===== config.mk =====
export PLATFORM = sky130hd
export DESIGN_NAME = cpu16_core
export DESIGN_NICKNAME = d
export VERILOG_FILES = /design/src/rtl/cpu16_pkg.sv /design/src/rtl/cpu16_decode.sv /design/src/rtl/cpu16_alu.sv /design/src/rtl/cpu16_branch.sv /design/src/rtl/cpu16_core.sv
export SDC_FILE = /design/constraint.sdc
export NUM_CORES = 1
export LEC_CHECK = 0
export BUFFER_PORTS_ARGS = -buffer_cell sky130_fd_sc_hd__buf_2
export CAP_MARGIN = 20
export CELL_PAD_IN_SITES_DETAIL_PLACEMENT = 0
export CELL_PAD_IN_SITES_GLOBAL_PLACEMENT = 1
export CORE_ASPECT_RATIO = 1.4
export CORE_MARGIN = 3
export CORE_UTILIZATION = 45
export CTS_CLUSTER_DIAMETER = 120
export DETAILED_ROUTE_END_ITERATION = 10
export PLACE_DENSITY = 0.9
export SETUP_SLACK_MARGIN = 0.15
export SYNTH_ARGS = -nofsm -noshare
export SYNTH_HDL_FRONTEND = slang
export SYNTH_SLANG_ARGS = --single-unit

===== constraint.sdc =====
create_clock -name clk -period 9.1 [get_ports clk]
set_input_delay 1.82 -clock clk [delete_from_list [all_inputs] [get_ports clk]]
set_output_delay 1.82 -clock clk [all_outputs]
set_load 0.01 [all_outputs]

===== src/rtl/cpu16_pkg.sv =====
package cpu16_pkg;

    localparam int FN_W    = 6;
    localparam int JMP_W   = 3;
    localparam int FN_LSB  = 6;
    localparam int YSEL_BIT = 12;
    localparam int DST_A_BIT = 5;
    localparam int DST_D_BIT = 4;
    localparam int DST_M_BIT = 3;

    typedef enum logic {
        K_LOAD_A  = 1'b0,
        K_COMPUTE = 1'b1
    } kind_e;

    typedef struct packed {
        kind_e             kind;
        logic              y_from_mem;
        logic [FN_W-1:0]   fn;
        logic              wr_a;
        logic              wr_d;
        logic              wr_m;
        logic [JMP_W-1:0]  jmp;
    } ctrl_t;

endpackage


===== src/rtl/cpu16_decode.sv =====
module cpu16_decode
    import cpu16_pkg::*;
#(
    parameter int WORD_W = 16
) (
    input  logic [WORD_W-1:0] instr,
    output ctrl_t             ctrl,
    output logic [WORD_W-1:0] imm
);

    localparam int KIND_BIT = WORD_W - 1;

    kind_e kind;

    always_comb begin
        kind = kind_e'(instr[KIND_BIT]);
        ctrl = '0;
        imm  = '0;
        unique case (kind)
            K_LOAD_A: begin
                ctrl.kind = K_LOAD_A;
                imm       = {1'b0, instr[KIND_BIT-1:0]};
            end
            K_COMPUTE: begin
                ctrl.kind       = K_COMPUTE;
                ctrl.y_from_mem = instr[YSEL_BIT];
                ctrl.fn         = instr[FN_LSB +: FN_W];
                ctrl.wr_a       = instr[DST_A_BIT];
                ctrl.wr_d       = instr[DST_D_BIT];
                ctrl.wr_m       = instr[DST_M_BIT];
                ctrl.jmp        = instr[JMP_W-1:0];
            end
            default: ctrl = '0;
        endcase
    end

endmodule


===== src/rtl/cpu16_alu.sv =====
module cpu16_alu
    import cpu16_pkg::*;
#(
    parameter int W = 16
) (
    input  logic [W-1:0]    x,
    input  logic [W-1:0]    y,
    input  logic [FN_W-1:0] fn,
    output logic [W-1:0]    res,
    output logic            zr,
    output logic            ng
);

    localparam int N_OPND = 2;

    logic [N_OPND-1:0][W-1:0] opnd_raw;
    logic [N_OPND-1:0][W-1:0] opnd_cond;
    logic [W-1:0]             core_out;

    assign opnd_raw[0] = x;
    assign opnd_raw[1] = y;

    // Operand conditioning: fn[5]/fn[4] act on x, fn[3]/fn[2] on y.
    for (genvar g = 0; g < N_OPND; g++) begin : g_opnd
        localparam int ZERO_BIT = FN_W - 1 - 2 * g;
        localparam int INV_BIT  = FN_W - 2 - 2 * g;
        logic [W-1:0] zeroed;
        assign zeroed       = fn[ZERO_BIT] ? '0 : opnd_raw[g];
        assign opnd_cond[g] = fn[INV_BIT] ? ~zeroed : zeroed;
    end

    always_comb begin
        core_out = fn[1] ? (opnd_cond[0] + opnd_cond[1])
                         : (opnd_cond[0] & opnd_cond[1]);
        res = fn[0] ? ~core_out : core_out;
        zr  = (res == '0);
        ng  = res[W-1];
    end

endmodule


===== src/rtl/cpu16_branch.sv =====
module cpu16_branch
    import cpu16_pkg::*;
(
    input  logic [JMP_W-1:0] jmp,
    input  logic             zr,
    input  logic             ng,
    output logic             take
);

    logic lt, eq, gt;

    always_comb begin
        lt   = ng;
        eq   = zr;
        gt   = !zr && !ng;
        take = (jmp[2] && lt) || (jmp[1] && eq) || (jmp[0] && gt);
    end

endmodule


===== src/rtl/cpu16_core.sv =====
module cpu16_core
    import cpu16_pkg::*;
#(
    parameter int WORD_W  = 16,
    parameter int IADDR_W = 15
) (
    input  logic               clk,
    input  logic               rst,
    output logic [IADDR_W-1:0] instr_addr,
    input  logic [WORD_W-1:0]  instr,
    output logic [IADDR_W-1:0] mem_addr,
    input  logic [WORD_W-1:0]  mem_rdata,
    output logic [WORD_W-1:0]  mem_wdata,
    output logic               mem_we
);

    localparam logic [WORD_W-1:0] PC_INC = WORD_W'(1);

    logic [WORD_W-1:0] a_q, d_q, pc_q;
    ctrl_t             ctrl;
    logic [WORD_W-1:0] imm;
    logic [WORD_W-1:0] alu_y, alu_res;
    logic              alu_zr, alu_ng, take;

    cpu16_decode #(.WORD_W(WORD_W)) u_dec (
        .instr (instr),
        .ctrl  (ctrl),
        .imm   (imm)
    );

    assign alu_y = ctrl.y_from_mem ? mem_rdata : a_q;

    cpu16_alu #(.W(WORD_W)) u_alu (
        .x   (d_q),
        .y   (alu_y),
        .fn  (ctrl.fn),
        .res (alu_res),
        .zr  (alu_zr),
        .ng  (alu_ng)
    );

    cpu16_branch u_br (
        .jmp  (ctrl.jmp),
        .zr   (alu_zr),
        .ng   (alu_ng),
        .take (take)
    );

    // Register process.
    always_ff @(posedge clk) begin
        if (rst) begin
            a_q  <= '0;
            d_q  <= '0;
            pc_q <= '0;
        end else begin
            unique case (ctrl.kind)
                K_LOAD_A: begin
                    a_q <= imm;
                end
                K_COMPUTE: begin
                    if (ctrl.wr_a) a_q <= alu_res;
                    if (ctrl.wr_d) d_q <= alu_res;
                end
                default: ;
            endcase
            pc_q <= take ? a_q : pc_q + PC_INC;
        end
    end

    // Output process.
    always_comb begin
        instr_addr = pc_q[IADDR_W-1:0];
        mem_addr   = a_q[IADDR_W-1:0];
        mem_wdata  = alu_res;
        mem_we     = !rst && (ctrl.kind == K_COMPUTE) && ctrl.wr_m;
    end

    assert_loada_R2: assert property (@(posedge clk) disable iff (rst)
        (ctrl.kind == K_LOAD_A) |=> a_q == {1'b0, $past(instr[WORD_W-2:0])})
        else $error("A immediate load wrong");

    assert_loada_nowrite_R2: assert property (@(posedge clk) disable iff (rst)
        (ctrl.kind == K_LOAD_A) |-> !mem_we)
        else $error("write during A load");

    assert_jump_target_R6: assert property (@(posedge clk) disable iff (rst)
        take |=> pc_q == $past(a_q))
        else $error("taken jump missed target");

    assert_pc_step_R7: assert property (@(posedge clk) disable iff (rst)
        !take |=> pc_q == $past(pc_q) + PC_INC)
        else $error("PC did not step");

    assert_flags_excl_R8: assert property (@(posedge clk) disable iff (rst)
        alu_zr |-> !alu_ng)
        else $error("zero and negative together");

    assert_reset_clear_R9: assert property (@(posedge clk)
        rst |=> (pc_q == '0 && a_q == '0 && d_q == '0))
        else $error("reset did not clear registers");

    assert_reset_nowrite_R9: assert property (@(posedge clk)
        rst |-> !mem_we)
        else $error("write during reset");

endmodule


==> results of run 1 <==
state kept, by name (all words and copies together), names as in the netlist:
register  flops
d_q          16
a_q          16
pc_q         15
power by group:
| group | switching [uW] | total (uW) | internal (uW) |
|---|---|---|---|
| Clock | 87.0 | 197 | 110 |
| Combinational | 174 | 285 | 111 |
| Sequential | 14.7 | 235 | 220 |
| Total | 275 | 717 | 441 |
through the flow:
stage	cells	utilization, %	setup WS (ns)	cell area (um^2)
finish	778	51.5	1.74	4950
global route	778	51.5	1.45	4950
CTS	778	51.5	1.73	4950
detailed placement	770	49.9	1.72	4790
global placement	770	49.9	1.84	4790
floorplan	615	-	2.57	4520
tightest hold or removal path: cells and delay by family (launching register included):
family	cells	cell delay [ns]
flip-flops	1	0.31
AO/OA/AOI/OAI	1	0.05
AND/OR/NAND/NOR	1	0.05
cells by family (layout without fill, tap and decap cells):
logic type / count (synthesis) / count (layout)
AO/OA/AOI/OAI: 179 / 179
XOR/XNOR: 41 / 41
adder cells (fa/ha/maj): 18 / 18
buffers and inverters: 66 / 97
flip-flops: 47 / 47
multiplexers: 34 / 34
AND/OR/NAND/NOR: 230 / 230
worst min path at each step:
stage / from / slack (ns) / endpoint / depth (start not counted)
after CTS: d_q[13] / 0.46 / d_q[13] / 2
final: d_q[13] / 0.46 / d_q[13] / 2
after detailed placement: d_q[13] / 0.45 / d_q[13] / 2
after global placement: d_q[13] / 0.44 / d_q[13] / 2
after global routing: d_q[3] / 0.48 / d_q[3] / 2
after floorplan: d_q[0] / 0.44 / d_q[0] / 2
cells in the final DEF (no fill, tap or decap), drive strengths merged, types with 7 or more instances in the layout:
cell,synthesis,final
o211ai,10,10
buf,26,83
o21ai,46,46
nor2,50,50
and3,11,11
xor2,23,23
dfxtp,47,47
mux2,14,14
nand2b,7,7
nor2b,14,14
nand3,12,12
nor3,8,8
ha,17,17
a211oi,17,17
a21oi,49,49
nand2,100,100
mux2i,20,20
xnor2,18,18
a22o,22,22
area by class of cell:
cell class / instances / area, um^2 / share of cell area (%)
clock inverters: 2 / 16.3 / 0.329
clock buffers: 6 / 139 / 2.81
repair buffers: 83 / 423 / 8.54
inverters: 6 / 22.5 / 0.455
multi-input cells: 502 / 3240 / 65.5
well taps: 132 / 165 / 3.34
flip-flops and latches: 47 / 941 / 19.0
per-layer routing:
metal	share of wire, %	vias to the layer above	wire length [um]
li1	-	2238	-
met2	50	165	6670
met1	42	2111	5650
met4	3.3	0	442
met3	5.2	30	697
met5	0	-	0
==> impl_metrics.env, run 1 <==
export IMPL_min_period_over_period_pct=80.9
export IMPL_dr_total_vias=4544
export IMPL_synth_area_leaders="dfxtp_1 (21%), nand2_1 (8.3%), a21oi_1 (5.3%)"
export IMPL_cp_cell_sequence="buf_2 -> nand2_1 -> xor2_1 -> ha_1 -> o211ai_1 -> o21ai_1 -> mux2i_1 -> nor3_1 -> a221oi_1 -> buf_2"
export IMPL_reg2reg_depth=15
export IMPL_drt_first_pass_iters=5
export IMPL_cts_sinks=47
export IMPL_min_path_type="reg -> reg"
export IMPL_grt_pass1_vias=4362
export IMPL_maxCapViolCount=0
export IMPL_cts_resized=0
export IMPL_yosys_area_share_xor_xnor_pct=7.94
export IMPL_critPathLaunch="instr[15]"
export IMPL_grt_use_met3_pct=2.54
export IMPL_relSlewSlack_pct=35.3
export IMPL_netlist_area_mm2=0.00452
export IMPL_synth_fp_nets=667
export IMPL_reg2reg_slack_ns=4.17
export IMPL_drc=0
export IMPL_startpoint_type="input pin"
export IMPL_dp_hpwl_mm=10.2
export IMPL_root_buffer="clkbuf_16"
export IMPL_grt_max_degree=64
export IMPL_synthCells=615
export IMPL_crit_top_cell="buf_2"
export IMPL_drt_initial_drc_count=254
export IMPL_arrival_ns=5.54
export IMPL_avgViaCountPerCell=5.84
export IMPL_tritoncts="yes"
export IMPL_worstPathRequired_ns=7.28
export IMPL_die_w_um=90.7
export IMPL_pwr_density_cell_mw_per_mm2=145
export IMPL_crit_path_top_delay_cell="nand2_1"
export IMPL_finalSetupViolCount=0
export IMPL_grtUsageMet1_pct=29.7
export IMPL_grt_use_total_pct=23.9
export IMPL_critical_path_class="in -> out"
export IMPL_num_rows=42
export IMPL_syn_to_final_growth_pct=9.40
export IMPL_tns_ns=0
export IMPL_synth_top_family_by_area="compound AO/OA/AOI/OAI gates"
export IMPL_cts_setup_buffers=0
export IMPL_clockBufferDepth=2
export IMPL_finalWeightedCongestion=1.00
export IMPL_dominantRegCellSynth="dfxtp_1"
export IMPL_cts_buffers=5
export IMPL_port_buffers=80
export IMPL_cp_endpoint="mem_wdata[7]"
export IMPL_drive_above_1_share_pct=16.9
export IMPL_fmax_mhz=136
export IMPL_power_leakage_uw=0.00213
export IMPL_routed_wl_mm=13.5
export IMPL_yosysWarnings=0
export IMPL_antenna_left=0
export IMPL_wl_per_cell_um=17.3
export IMPL_yosys_area_share_simple_pct=23.4
export IMPL_cp_max_fo=32
export IMPL_final_nets=697
export IMPL_synth_compound_area_share_pct=26.5
export IMPL_skew_ns=0.00551
export IMPL_synth_area_per_cell_um2=7.36
export IMPL_ys_seq_area_share_pct=20.8
export IMPL_grt_first_pass_wirelength_mm=22.2
export IMPL_worst_pin_slew_ns=0.969
export IMPL_grt_overflow_total=0
export IMPL_synth_seq_cells=47
export IMPL_rsz0062_at_grt="no"
export IMPL_grt_busiest_layer="met2"
export IMPL_cts_max_level=2
export IMPL_final_hold_viol_count=0
export IMPL_max_stage_delay_ns=0.67
export IMPL_postCtsHoldBufs=0
export IMPL_n_antenna_cell=0
export IMPL_power_total_uw=717
export IMPL_ys_types=63
export IMPL_fin_hold_ws_ns=0.456
export IMPL_die_h_um=125
export IMPL_antenna_found_initial=0
export IMPL_vdd_ir_drop_max_mv=0.0748
export IMPL_synth_common_cells="nand2_1 (100), nor2_1 (50), a21oi_1 (48), dfxtp_1 (47), o21ai_0 (43)"
export IMPL_drv_slew=0
export IMPL_synth_adder_area_share_pct=5.14
export IMPL_yosys_area_top_type="dfxtp_1"
export IMPL_cp_end_kind="primary output"
export IMPL_timing_rr_end="pc_q[3]"
export IMPL_fin_crit_ns=7.36
export IMPL_synth_most_common_cell="nand2_1"
export IMPL_io_pins=81
export IMPL_grt_met2_usage_pct=41.4
export IMPL_synthArstFlopShare_pct=0
export IMPL_worstReg2RegStart="a_q[0]"
export IMPL_worst_path_stages=10
export IMPL_outcome="finished clean"
export IMPL_start_util_pct=47.0
export IMPL_die_area_mm2=0.0113
export IMPL_synthMuxAreaShare_pct=8.66
export IMPL_core_mm2=0.00962
export IMPL_n_fill_cell=1006
export IMPL_cp_num_buf_inv=2
export IMPL_crit_family="compound AO/OA/AOI/OAI gates"
export IMPL_synth_top_area_share_pct=20.8
export IMPL_clk_insertion_delay_late_ns=0.30
export IMPL_synth_edf_count=0
export IMPL_path_clk_slew_ns=0.07
(Power assumes the default switching activity.)
==> run 2, diff against run 1 <==
--- a/config.mk
+++ b/config.mk
@@ -11,10 +11,10 @@
 export CELL_PAD_IN_SITES_GLOBAL_PLACEMENT = 1
 export CORE_ASPECT_RATIO = 1.4
 export CORE_MARGIN = 3
-export CORE_UTILIZATION = 45
+export CORE_UTILIZATION = 41
 export CTS_CLUSTER_DIAMETER = 120
 export DETAILED_ROUTE_END_ITERATION = 10
-export PLACE_DENSITY = 0.9
+export PLACE_DENSITY = 0.83
 export SETUP_SLACK_MARGIN = 0.15
 export SYNTH_ARGS = -nofsm -noshare
 export SYNTH_HDL_FRONTEND = slang
==> constraint.sdc (replaced) <==
create_clock -name clk -period 7 [get_ports clk]
set_input_delay 1.4 -clock clk [delete_from_list [all_inputs] [get_ports clk]]
set_output_delay 1.4 -clock clk [all_outputs]
set_load 0.01 [all_outputs]
==> impl_metrics.env, run 2 (synthesis results as in run 1) <==
export IMPL_outcome="finished clean"
export IMPL_n_fill_cell=1106
export IMPL_grt_use_total_pct=23.3
export IMPL_crit_path_top_delay_cell="o311a_1"
export IMPL_cts_sinks=47
export IMPL_multi_input_area_mm2=0.00324
export IMPL_reg2reg_depth=15
export IMPL_fmax_mhz=165
export IMPL_timing_rr_end="pc_q[3]"
export IMPL_dr_total_vias=4637
export IMPL_die_area_mm2=0.0123
export IMPL_fin_crit_ns=6.06
export IMPL_dp_hpwl_mm=10.8
export IMPL_arrival_ns=6.23
export IMPL_postCtsHoldBufs=0
export IMPL_worst_pin_slew_ns=0.891
export IMPL_cp_num_buf_inv=1
export IMPL_min_path_type="reg -> reg"
export IMPL_cp_max_fo=21
export IMPL_relSlewSlack_pct=40.6
export IMPL_finalWeightedCongestion=0.892
export IMPL_critPathLaunch="instr[12]"
export IMPL_reg_top3="a_q x16, d_q x16, pc_q x15"
export IMPL_cp_end_kind="register"
export IMPL_tns_ns=0
export IMPL_die_w_um=94.8
export IMPL_clockBufferDepth=2
export IMPL_avgViaCountPerCell=5.85
export IMPL_dpl_cell_area_mm2=0.00486
export IMPL_cp_cell_sequence="buf_2 -> nand2_1 -> o21ai_0 -> a22o_1 -> ha_1 -> fa_1 -> a211oi_4 -> o211ai_2 -> and3_1 -> o41ai_2 -> xnor2_1 -> or4_1 -> nor4_1 -> o311a_1 -> mux2_1"
export IMPL_finalSetupViolCount=0
export IMPL_pwr_share_seq_pct=32.3
export IMPL_reg2reg_slack_ns=2.23
export IMPL_final_nets=706
export IMPL_min_period_over_period_pct=86.5
export IMPL_path_clk_slew_ns=0.07
export IMPL_syn_to_final_growth_pct=11.5
export IMPL_grt_first_pass_wirelength_mm=22.7
export IMPL_max_stage_delay_ns=0.78
export IMPL_cts_max_level=2
export IMPL_core_mm2=0.0106
export IMPL_num_rows=44
export IMPL_clkPwrFrac_pct=27.2
export IMPL_comb_power_share_pct=40.5
export IMPL_finalInstanceArea_mm2=0.00504
export IMPL_final_cell_mix="nand2_1 (100), buf_2 (80), nor2_1 (50)"
export IMPL_final_hold_viol_count=0
export IMPL_drc=0
export IMPL_crit_family="compound AO/OA/AOI/OAI gates"
export IMPL_start_util_pct=42.8
export IMPL_root_buffer="clkbuf_16"
export IMPL_cts_buffers=5
export IMPL_port_buffers=80
export IMPL_grt_pass1_vias=4415
export IMPL_maxCapViolCount=0
export IMPL_wl_per_cell_um=18.3
export IMPL_io_pins=81
export IMPL_n_antenna_cell=0
export IMPL_routed_wl_mm=14.5
export IMPL_cts_resized=0
export IMPL_drive_above_1_share_pct=18.0
export IMPL_die_h_um=130
export IMPL_regArea_um2=941
export IMPL_worstReg2RegStart="a_q[0]"
export IMPL_clk_insertion_delay_late_ns=0.29
export IMPL_cp_endpoint="pc_q[3]"
export IMPL_tritoncts="yes"
export IMPL_vdd_ir_drop_max_mv=0.0928
export IMPL_pwr_density_cell_mw_per_mm2=187
export IMPL_p_int_uw=581
export IMPL_grt_overflow_total=0
export IMPL_critical_path_class="in -> reg"
export IMPL_drv_slew=0
export IMPL_worstPathRequired_ns=7.18
export IMPL_p_sw_uw=365
export IMPL_cts_setup_buffers=0
export IMPL_startpoint_type="input pin"
export IMPL_grt_max_degree=64
export IMPL_skew_ns=0.00681
export IMPL_drt_first_pass_iters=4
export IMPL_rsz0062_at_grt="no"
export IMPL_worst_path_stages=15
export IMPL_antenna_found_initial=0
export IMPL_antenna_left=0
export IMPL_switching_share_pct=38.6
export IMPL_drt_initial_drc_count=265
export IMPL_power_leakage_uw=0.00219
export IMPL_layout_commonest_cell="nand2_1"
[run 2: changes by cell type in the layout (fill, tap and decap cells not counted), sizes merged]
cell,delta
buf,+9
[run 2: how the worst min path moves through the flow]
stage | start | end | slack (ns) | cells past startpoint
2_1_floorplan | d_q[0] | d_q[0] | 0.44 | 2
3_3_place_gp | d_q[15] | d_q[15] | 0.44 | 2
3_5_place_dp | d_q[2] | d_q[2] | 0.45 | 2
4_1_cts | d_q[2] | d_q[2] | 0.46 | 2
5_1_grt | d_q[13] | d_q[13] | 0.48 | 2
6_report | d_q[13] | d_q[13] | 0.46 | 2
[run 2: layout make-up]
| type | count | area share (%) |
|---|---|---|
| clock buffers | 6 | 2.75 |
| clock inverters | 2 | 0.322 |
| inverters | 6 | 0.446 |
| multi-input cells | 502 | 64.3 |
| flip-flops and latches | 47 | 18.7 |
| well taps | 138 | 3.42 |
| repair buffers | 92 | 10.1 |
[run 2: per-stage QoR]
stage | hold slack, ns | std cells | utilization [%] | setup slack (ns) | power (uW)
4_1_cts | 0.459 | 792 | 47.5 | 0.928 | 947
3_3_place_gp | 0.443 | 784 | 46.0 | 0.765 | 683
6_report | 0.457 | 793 | 47.7 | 0.943 | 946
2_1_floorplan | 0.437 | 615 | - | 1.02 | 583
5_1_grt | 0.476 | 793 | 47.7 | 0.628 | 1000
3_5_place_dp | 0.448 | 784 | 46.0 | 0.651 | 688
[run 2: worst min-delay path, stage by stage, from the launching register on]
cell     delay (ns)
dfxtp_1        0.31
nand2_1        0.05
a21oi_1        0.05
[run 2: power groups by stage]
| stage | clock network, uW | logic (uW) | registers (uW) |
|---|---|---|---|
| 2_1_floorplan | 0 | 275 | 308 |
| 3_3_place_gp | 0 | 372 | 311 |
| 3_5_place_dp | 0 | 377 | 311 |
| 4_1_cts | 263 | 379 | 305 |
| 5_1_grt | 271 | 422 | 307 |
| 6_report | 257 | 383 | 305 |
[run 2: routing by layer]
layer	vias up	track usage, %	part of all wire (%)
met5	-	0	0
met1	2173	28.6	42
met4	0	10.5	3.8
met2	172	40.5	49
met3	36	2.77	5.4
li1	2256	-	-
==> run 3, diff against run 2 <==
--- a/config.mk
+++ b/config.mk
@@ -15,6 +15,7 @@
 export CTS_CLUSTER_DIAMETER = 120
 export DETAILED_ROUTE_END_ITERATION = 10
 export PLACE_DENSITY = 0.83
+export REMOVE_ABC_BUFFERS = 1
 export SETUP_SLACK_MARGIN = 0.15
 export SYNTH_ARGS = -nofsm -noshare
 export SYNTH_HDL_FRONTEND = slang
==> impl_metrics.env, run 3 (synthesis results as in run 1) <==
export IMPL_vdd_ir_drop_max_mv=0.108
export IMPL_die_w_um=94.8
export IMPL_path_clk_slew_ns=0.07
export IMPL_antenna_found_initial=0
export IMPL_dp_hpwl_mm=10.5
export IMPL_drc=0
export IMPL_tritoncts="yes"
export IMPL_min_period_over_period_pct=92.1
export IMPL_syn_to_final_growth_pct=11.1
export IMPL_power_leakage_uw=0.00218
export IMPL_root_buffer="clkbuf_16"
export IMPL_die_h_um=130
export IMPL_drv_slew=0
export IMPL_worstHoldEndpoint="d_q[15]"
export IMPL_layout_commonest_cell="nand2_1"
export IMPL_rsz0062_at_grt="no"
export IMPL_clk_insertion_delay_late_ns=0.30
export IMPL_wl_per_cell_um=17.8
export IMPL_comb_power_share_pct=39.0
export IMPL_n_antenna_cell=0
export IMPL_final_hold_viol_count=0
export IMPL_p_sw_uw=357
export IMPL_avgViaCountPerCell=5.78
export IMPL_cts_setup_buffers=0
export IMPL_die_area_mm2=0.0123
export IMPL_grt_overflow_total=0
export IMPL_num_rows=44
export IMPL_pwr_density_cell_mw_per_mm2=193
export IMPL_port_buffers=80
export IMPL_drive_above_1_share_pct=17.8
export IMPL_grt_use_total_pct=22.5
export IMPL_reg_top3="a_q x16, d_q x16, pc_q x15"
export IMPL_grt_max_degree=64
export IMPL_core_mm2=0.0106
export IMPL_clkPwrFrac_pct=29.5
export IMPL_reg2reg_depth=15
export IMPL_fmax_mhz=155
export IMPL_relSlewSlack_pct=41.3
export IMPL_min_path_type="reg -> reg"
export IMPL_post_place_ws_ns=0.440
export IMPL_clockBufferDepth=2
export IMPL_arrival_ns=5.05
export IMPL_setup_slack_ns=0.551
export IMPL_grt_first_pass_wirelength_mm=21.8
export IMPL_dr_total_vias=4571
export IMPL_whs_path_depth=2
export IMPL_cts_buffers=5
export IMPL_finalSetupViolCount=0
export IMPL_critical_path_class="in -> out"
export IMPL_critPathLaunch="instr[12]"
export IMPL_outcome="finished clean"
export IMPL_fin_hold_ws_ns=0.458
export IMPL_grt_pass1_vias=4088
export IMPL_cp_end_kind="primary output"
export IMPL_finalWeightedCongestion=0.971
export IMPL_power_total_uw=970
export IMPL_start_util_pct=42.8
export IMPL_p_int_uw=612
export IMPL_final_cell_mix="nand2_1 (100), buf_2 (80), nor2_1 (50)"
export IMPL_tns_ns=0
export IMPL_drt_initial_drc_count=217
export IMPL_postCtsHoldBufs=0
export IMPL_cts_sinks=47
export IMPL_fin_crit_ns=6.45
export IMPL_cts_max_level=2
export IMPL_switching_share_pct=36.9
export IMPL_worst_pin_slew_ns=0.880
export IMPL_maxCapViolCount=0
export IMPL_n_fill_cell=1081
export IMPL_skew_ns=0.0118
export IMPL_final_nets=704
export IMPL_worstHoldStart="d_q[15]"
export IMPL_drt_first_pass_iters=4
export IMPL_cp_max_fo=21
export IMPL_worstReg2RegStart="a_q[0]"
export IMPL_worstPathRequired_ns=5.60
export IMPL_cts_resized=0
export IMPL_startpoint_type="input pin"
export IMPL_io_pins=81
export IMPL_reg2reg_slack_ns=2.16
export IMPL_pwr_share_seq_pct=31.5
export IMPL_antenna_left=0
export IMPL_routed_wl_mm=14.1
export IMPL_timing_rr_end="pc_q[2]"
run 3: worst max-delay path, cell delays in order:
cell      delay (ns)
buf_2           0.32
nor3b_1         0.51
buf_4           0.28
nand2_1         0.07
nand2_1         0.06
a22o_1          0.18
ha_1            0.31
a21oi_1         0.49
o211ai_1        0.31
and3_1          0.23
nor3_1          0.43
xnor2_1         0.25
buf_2           0.20
run 3: cell type report:
class	count	area, um^2	area share [%]
sequential	47	941	18.7
inverter	6	22.5	0.448
clock buffer	6	139	2.76
multi-input combinational	502	3240	64.5
clock inverter	2	35.0	0.697
timing repair buffer	90	475	9.46
tap	138	173	3.43
run 3: power groups by stage:
stage | Clock [uW] | Combinational [uW] | Sequential [uW]
after global placement | 0 | 372 | 310
after detailed placement | 0 | 375 | 311
after floorplan | 0 | 238 | 312
after CTS | 291 | 376 | 305
after global routing | 301 | 416 | 307
final | 286 | 378 | 305
run 3: routing by layer:
layer / part of all wire (%) / GRT usage (%) / wire [um]
met1: 42 / 28.4 / 5930
met2: 49 / 38.8 / 6960
met5: 0 / 0 / 0
met4: 3.4 / 9.09 / 481
met3: 5.0 / 2.36 / 706
run 3: metrics by stage:
stage	cell area, um^2	util [%]	std cells
floorplan	4210	-	555
global placement	4850	45.9	783
detailed placement	4850	45.9	783
CTS	5030	47.6	791
global route	5030	47.6	791
finish	5030	47.6	791
run 3: worst max path at each step:
stage,to,cells after the start,slack [ns]
after CTS,mem_wdata[11],13,0.59
after global routing,mem_wdata[11],13,0.28
after global placement,pc_q[2],16,0.51
after detailed placement,pc_q[2],16,0.44
final,mem_wdata[11],13,0.55
after floorplan,pc_q[2],14,1.17
